[config.mk]
export PLATFORM = sky130hd
export DESIGN_NAME = ledchain_drv
export DESIGN_NICKNAME = d
export VERILOG_FILES = /design/src/rtl/ledchain_pkg.sv /design/src/rtl/ledchain_store.sv /design/src/rtl/ledchain_phase.sv /design/src/rtl/ledchain_seq.sv /design/src/rtl/ledchain_drv.sv
export SDC_FILE = /design/constraint.sdc
export NUM_CORES = 1
export LEC_CHECK = 0
export ABC_AREA = 0
export BUFFER_PORTS_ARGS = -buffer_cell sky130_fd_sc_hd__buf_2
export CORE_MARGIN = 2
export CORE_UTILIZATION = 35
export CTS_CLUSTER_SIZE = 10
export DETAILED_ROUTE_END_ITERATION = 10
export PLACE_DENSITY = 0.5
export SYNTH_ARGS = -nofsm -noshare
export SYNTH_HDL_FRONTEND = slang
export SYNTH_SLANG_ARGS = --single-unit
[constraint.sdc]
create_clock -name clk_i -period 4.2 [get_ports clk_i]
set_input_delay 0.21 -clock clk_i [delete_from_list [all_inputs] [get_ports clk_i]]
set_output_delay 0.21 -clock clk_i [all_outputs]
set_load 0.03 [all_outputs]
[src/rtl/ledchain_pkg.sv]
package ledchain_pkg;

   localparam int WORD_BITS = 24;

   typedef enum logic [1:0] {
      ST_RESET = 2'd0,
      ST_HIGH  = 2'd1,
      ST_LOW   = 2'd2
   } seq_state_t;

   // phase selector for nominal_ns
   localparam int PH_ZERO_HI = 0;
   localparam int PH_ZERO_LO = 1;
   localparam int PH_ONE_HI  = 2;
   localparam int PH_ONE_LO  = 3;
   localparam int PH_LATCH   = 4;

   function automatic int nominal_ns(input int profile, input int phase);
      int t;
      if (profile == 0) begin
         case (phase)
            PH_ZERO_HI: t = 350;
            PH_ZERO_LO: t = 800;
            PH_ONE_HI:  t = 700;
            PH_ONE_LO:  t = 600;
            default:    t = 50000;
         endcase
      end else begin
         case (phase)
            PH_ZERO_HI: t = 400;
            PH_ZERO_LO: t = 850;
            PH_ONE_HI:  t = 800;
            PH_ONE_LO:  t = 450;
            default:    t = 280000;
         endcase
      end
      return t;
   endfunction

   // rounded product of a time in ns and a frequency in Hz
   function automatic int ns_to_cycles(input int ns, input longint hz);
      longint prod;
      prod = longint'(ns) * hz + 64'sd500_000_000;
      return int'(prod / 64'sd1_000_000_000);
   endfunction

   function automatic int max2(input int a, input int b);
      return (a > b) ? a : b;
   endfunction

endpackage

[src/rtl/ledchain_store.sv]
module ledchain_store #(
   parameter int NUM_LEDS = 4,
   parameter int LIW      = 2,
   parameter logic [NUM_LEDS*24-1:0] INIT_WORDS = '0
) (
   input  logic           clk_i,
   input  logic           rst_i,
   input  logic [LIW-1:0] rd_led_i,
   input  logic [4:0]     rd_bit_i,
   output logic           bit_o
);

   logic [23:0] words [NUM_LEDS];

   for (genvar i = 0; i < NUM_LEDS; i++) begin : g_word
      always_ff @(posedge clk_i) begin
         if (rst_i) words[i] <= INIT_WORDS[i*24 +: 24];
      end
   end

   if (NUM_LEDS == 1) begin : g_single
      assign bit_o = words[0][rd_bit_i];
   end else begin : g_multi
      assign bit_o = words[rd_led_i][rd_bit_i];
   end

endmodule

[src/rtl/ledchain_phase.sv]
module ledchain_phase #(
   parameter int CW    = 12,
   parameter int T0H_C = 4,
   parameter int T0L_C = 8,
   parameter int T1H_C = 7,
   parameter int T1L_C = 6,
   parameter int RST_C = 500
) (
   input  logic          bit_i,
   input  logic          last_i,
   output logic [CW-1:0] high_len_o,
   output logic [CW-1:0] low_len_o
);

   localparam logic [CW-1:0] H0 = CW'(T0H_C);
   localparam logic [CW-1:0] L0 = CW'(T0L_C);
   localparam logic [CW-1:0] H1 = CW'(T1H_C);
   localparam logic [CW-1:0] L1 = CW'(T1L_C);
   localparam logic [CW-1:0] LT = CW'(RST_C);

   always_comb begin
      high_len_o = bit_i ? H1 : H0;
      low_len_o  = (bit_i ? L1 : L0) + (last_i ? LT : '0);
   end

endmodule

[src/rtl/ledchain_seq.sv]
module ledchain_seq
   import ledchain_pkg::*;
#(
   parameter int NUM_LEDS = 4,
   parameter int LIW      = 2,
   parameter int CW       = 12,
   parameter int RST_C    = 500
) (
   input  logic           clk_i,
   input  logic           rst_i,
   input  logic [CW-1:0]  high_len_i,
   input  logic [CW-1:0]  low_len_i,
   output logic [LIW-1:0] rd_led_o,
   output logic [4:0]     rd_bit_o,
   output logic           last_o,
   output logic           led_o
);

   localparam logic [LIW-1:0] LAST_LED = LIW'(NUM_LEDS - 1);
   localparam logic [4:0]     TOP_BIT  = 5'(WORD_BITS - 1);

   seq_state_t     st;
   logic [CW-1:0]  cnt;
   logic [LIW-1:0] led_idx, nxt_led;
   logic [4:0]     bit_idx, nxt_bit;
   logic           last_led;

   always_comb begin
      last_led = (led_idx == LAST_LED);
      if (bit_idx == '0) begin
         nxt_bit = TOP_BIT;
         nxt_led = last_led ? '0 : led_idx + LIW'(1);
      end else begin
         nxt_bit = bit_idx - 5'd1;
         nxt_led = led_idx;
      end
      // while low, look up the bit that follows
      rd_led_o = (st == ST_LOW) ? nxt_led : led_idx;
      rd_bit_o = (st == ST_LOW) ? nxt_bit : bit_idx;
      last_o   = last_led && (bit_idx == '0);
   end

   always_ff @(posedge clk_i) begin
      if (rst_i) begin
         st      <= ST_RESET;
         cnt     <= CW'(RST_C - 1);
         led_idx <= '0;
         bit_idx <= TOP_BIT;
         led_o   <= 1'b0;
      end else if (cnt != '0) begin
         cnt <= cnt - CW'(1);
      end else begin
         case (st)
            ST_RESET: begin
               st    <= ST_HIGH;
               cnt   <= high_len_i - CW'(1);
               led_o <= 1'b1;
            end
            ST_HIGH: begin
               st    <= ST_LOW;
               cnt   <= low_len_i - CW'(1);
               led_o <= 1'b0;
            end
            ST_LOW: begin
               st      <= ST_HIGH;
               led_idx <= nxt_led;
               bit_idx <= nxt_bit;
               cnt     <= high_len_i - CW'(1);
               led_o   <= 1'b1;
            end
            default: st <= ST_RESET;
         endcase
      end
   end

   assert_idx_range_R2: assert property (@(posedge clk_i) disable iff (rst_i)
      (led_idx <= LAST_LED) && (bit_idx <= TOP_BIT));

   assert_reset_low_R1: assert property (@(posedge clk_i) disable iff (rst_i)
      (st == ST_RESET) |-> !led_o);

   assert_phase_hold_R3: assert property (@(posedge clk_i) disable iff (rst_i)
      (cnt != '0) |=> $stable(led_o));

   assert_rise_in_high_R4: assert property (@(posedge clk_i) disable iff (rst_i)
      $rose(led_o) |-> (st == ST_HIGH));

   assert_last_low_R6: assert property (@(posedge clk_i) disable iff (rst_i)
      (st == ST_HIGH && cnt == '0 && last_o) |=> (cnt >= CW'(RST_C)));

   assert_wrap_R7: assert property (@(posedge clk_i) disable iff (rst_i)
      (st == ST_LOW && cnt == '0 && last_o) |=> (led_idx == '0 && bit_idx == TOP_BIT));

endmodule

[src/rtl/ledchain_drv.sv]
module ledchain_drv
   import ledchain_pkg::*;
#(
   parameter int     NUM_LEDS = 4,
   parameter longint CLK_HZ   = 20_000_000,
   parameter int     PROFILE  = 1,
   parameter logic [NUM_LEDS*24-1:0] INIT_WORDS = {NUM_LEDS{24'h30_10_08}}
) (
   input  logic clk_i,
   input  logic rst_i,
   output logic led_o
);

   localparam int T0H_C = ns_to_cycles(nominal_ns(PROFILE, PH_ZERO_HI), CLK_HZ);
   localparam int T0L_C = ns_to_cycles(nominal_ns(PROFILE, PH_ZERO_LO), CLK_HZ);
   localparam int T1H_C = ns_to_cycles(nominal_ns(PROFILE, PH_ONE_HI), CLK_HZ);
   localparam int T1L_C = ns_to_cycles(nominal_ns(PROFILE, PH_ONE_LO), CLK_HZ);
   localparam int RST_C = ns_to_cycles(nominal_ns(PROFILE, PH_LATCH), CLK_HZ);
   localparam int MAX_LEN = max2(max2(T0H_C, T1H_C), max2(T0L_C, T1L_C) + RST_C);
   localparam int CW  = $clog2(MAX_LEN + 1);
   localparam int LIW = (NUM_LEDS > 1) ? $clog2(NUM_LEDS) : 1;

   if (NUM_LEDS < 1) begin : g_bad_count
      $fatal(1, "ledchain_drv: NUM_LEDS must be at least 1");
   end
   if (PROFILE != 0 && PROFILE != 1) begin : g_bad_profile
      $fatal(1, "ledchain_drv: PROFILE must be 0 or 1");
   end
   if (T0H_C < 1 || T0L_C < 1 || T1H_C < 1 || T1L_C < 1 || RST_C < 1) begin : g_bad_clk
      $fatal(1, "ledchain_drv: CLK_HZ too low, a phase rounds to zero cycles");
   end

   logic [LIW-1:0] rd_led;
   logic [4:0]     rd_bit;
   logic           cur_bit, last_bit;
   logic [CW-1:0]  high_len, low_len;

   ledchain_store #(
      .NUM_LEDS  (NUM_LEDS),
      .LIW       (LIW),
      .INIT_WORDS(INIT_WORDS)
   ) u_store (
      .clk_i   (clk_i),
      .rst_i   (rst_i),
      .rd_led_i(rd_led),
      .rd_bit_i(rd_bit),
      .bit_o   (cur_bit)
   );

   ledchain_phase #(
      .CW   (CW),
      .T0H_C(T0H_C),
      .T0L_C(T0L_C),
      .T1H_C(T1H_C),
      .T1L_C(T1L_C),
      .RST_C(RST_C)
   ) u_phase (
      .bit_i     (cur_bit),
      .last_i    (last_bit),
      .high_len_o(high_len),
      .low_len_o (low_len)
   );

   ledchain_seq #(
      .NUM_LEDS(NUM_LEDS),
      .LIW     (LIW),
      .CW      (CW),
      .RST_C   (RST_C)
   ) u_seq (
      .clk_i     (clk_i),
      .rst_i     (rst_i),
      .high_len_i(high_len),
      .low_len_i (low_len),
      .rd_led_o  (rd_led),
      .rd_bit_o  (rd_bit),
      .last_o    (last_bit),
      .led_o     (led_o)
   );

endmodule

==> impl_metrics.tcl <==
set metrics [dict create \
    initial_utilization_pct 35.9 \
    wl_met2_microns 1300 \
    ys_seq_area_share_pct 35.3 \
    final_common_cell "dfxtp_1" \
    holdPathStages 2 \
    grt_pass1_vias 1063 \
    dpl_worst_slack_ns 1.73 \
    cts.sinks 23 \
    r2r_setup_slack_ns 1.70 \
    drc_errors 0 \
    tns_ns 0 \
    hold_path.class "in -> reg" \
    die_h_microns 65.0 \
    grt_pass1_wl_microns 4970 \
    wl_met3_microns 74 \
    routed_wl_microns 2840 \
    drt_iter0_markers 97 \
    hp-start "rst_i" \
    grt-ovfl-total 0 \
    layout_min_cycle_time_ns 2.50 \
    async_flop_share_pct 0 \
    ys_warn_count 0 \
    synth_area_leader_cell "dfxtp_1" \
    cts.root.buffer_cell "clkbuf_8" \
    wl_per_cell_microns 13.8 \
    fin_nets 164 \
    antenna_found_initial 0 \
    synthDistinctLibCells 42 \
    synth_nets 165 \
    relSlewSlack_pct 48.8 \
    layout_setup_ws_ns 1.70 \
    core_area_sq_mm 0.00363 \
    first_pass_iters 5 \
    vias 1143 \
    status "finished clean" \
    slew_viol_final 0 \
    ys.flop_type "dfxtp_1" \
    synth_edf_count 0 \
    drive_above_1_share_pct 7.59 \
    cts_setup_buffers 0 \
    place_inst 202 \
    drtAntennaViolNets 0 \
    skew_ns 0.00428 \
    drt-met1-wl_microns 1440 \
    syn_avg_cell_area_sq_um 8.15 \
    cts_buffers 3 \
    antenna_cells 0 \
    leakage_uw 0.000503 \
    port_buffers 2 \
    yosysTopAreaCellShare_pct 35.3 \
    clockBufferDepth 2 \
    cts_hold_buffers 0 \
    grtUsageTotal_pct 14.9 \
    fin_crit_sh_pct 59.5 \
    cpLargestDelayFamily "simple AND/OR/NAND/NOR gates" \
    rr_startpoint "u_seq.cnt[0]" \
    vdd_ir_drop_max_mv 0.169 \
    netlist_top_cells_area "dfxtp_1 35%, a21oi_1 4.6%, o21ai_0 4.2%, nand2_1 4.0%, or3_1 3.4%" \
    power.density_mw_per_mm2 269 \
    dieWidth_microns 65.0 \
    clk_pin_slew_ns 0.08 \
    cts_tree "yes" \
    htree_levels 1 \
    rsz0062_at_grt "false" \
    num_rows 22 \
    stdcell_count 206 \
    max_stage_delay_ns 0.60 \
    placed_cell_area_sq_mm 0.00134 \
    highest_layer "met4" \
    netlist_area_sq_mm 0.00130 \
    start_kind "register" \
    holdPathEnd "u_seq.led_idx[1]" \
    slowest_stage "nor4_4" \
    fmax_mhz 400 \
    rr_worst_depth 7 \
    dp_hpwl_microns 1980 \
    clkLatencyLatePin_ns 0.26 \
    via_per_inst 5.55 \
    r2r-end "u_seq.led_idx[0]" \
    drv_cap 0 \
    cts_resized 0 \
    critPathRequiredTime_ns 4.39 \
    setup_viol_count_final 0 \
    die_area_sq_mm 0.00423 \
    holdWs_ns 0.361 \
    path_max_fanout 15 \
    path_class "reg -> reg" \
    grt_max_degree 24 \
    worstMarginPinSlew_ns 0.763 \
    final_cell_mix "23 x dfxtp_1, 14 x nand2_1, 12 x a21oi_1, 11 x o21ai_0, 9 x nor2_1" \
    end_kind "register" \
    arrival_ns 2.69 \
    boundaryPins 3 \
    cp.buffers_inverters 1 \
    area_growth_pct 6.33 \
    final_hold_viol_count 0 \
    gp_congestion 0.841 \
    cp_cell_sequence "inv_1 -> ha_1 -> or3b_2 -> nor4_4 -> nand3_2 -> or3_1 -> a21oi_1" \
    ys_ff_latch 23 \
    syn_inst 160 \
    finalInstanceArea_sq_mm 0.00139 \
]
-- synthesized netlist by cell type (3+ instances only) --
library cell and instances:
dfxtp_1 23, nand2_1 14, a21oi_1 12, o21ai_0 11, nor2_1 9, inv_1 8, nand3_1 8, or3_1 7
clkbuf_1 6, nor4_1 5, a211o_1 4, nor3_1 4, nor3b_1 4, a21o_1 3, ha_1 3, mux2i_1 3
o31ai_1 3, xnor2_1 3
-- cells by family after synthesis --
family	count (synthesis)	share of synthesized area, %
AND/OR/NAND/NOR	66	29.3
multiplexers	3	2.30
buffers and inverters	16	4.80
flip-flops	23	35.3
XOR/XNOR	4	2.69
AO/OA/AOI/OAI	45	22.7
adder cells (fa/ha/maj)	3	2.88
-- how the worst max path moves through the flow --
stage	from	end	slack [ns]	cells after the start
after floorplan	u_seq.cnt[0]	u_seq.cnt[7]	2.24	8
after global placement	u_seq.cnt[0]	u_seq.led_idx[0]	1.81	7
after detailed placement	u_seq.cnt[0]	u_seq.led_idx[0]	1.73	7
after CTS	u_seq.cnt[0]	u_seq.led_idx[0]	1.71	7
after global routing	u_seq.cnt[0]	u_seq.led_idx[0]	1.53	7
final	u_seq.cnt[0]	u_seq.led_idx[0]	1.70	7
-- routing by layer --
metal	global-route usage (%)	vias to the layer above
li1	-	590
met1	20.1	535
met2	23.7	16
met3	3.65	2
met4	3.91	0
met5	0	-
-- power by group --
group	switching [uW]	internal, uW	total [uW]
Combinational	6.16	4.04	10.2
Sequential	2.44	220	223
Clock	71.8	67.7	140
-- registers in the layout (all words and copies together), names as in the netlist --
| register | flops |
|---|---|
| u_seq.cnt | 13 |
| u_seq.st | 2 |
| u_seq.bit_idx | 5 |
| u_seq.led_o | 1 |
| u_seq.led_idx | 2 |
-- worst register-to-register path: stages, from the launching register on --
cell     delay, ns
dfxtp_1       0.34
inv_1         0.06
ha_1          0.17
or3b_2        0.52
nor4_4        0.60
nand3_2       0.23
or3_1         0.36
a21oi_1       0.14
-- metrics by stage --
step	total power, uW	util (%)
floorplan	235	-
global placement	237	36.9
detailed placement	238	36.9
CTS	379	38.2
global route	390	38.2
finish	372	38.2
-- final cells by class --
class | count | area (sq um)
flip-flops and latches | 23 | 460
repair buffers | 2 | 10.0
fillers | 392 | 2250
well taps | 48 | 60.1
inverters | 8 | 30.0
multi-input cells | 121 | 781
clock buffers | 4 | 45.0
Note: power is estimated with default switching activity, not from simulation.
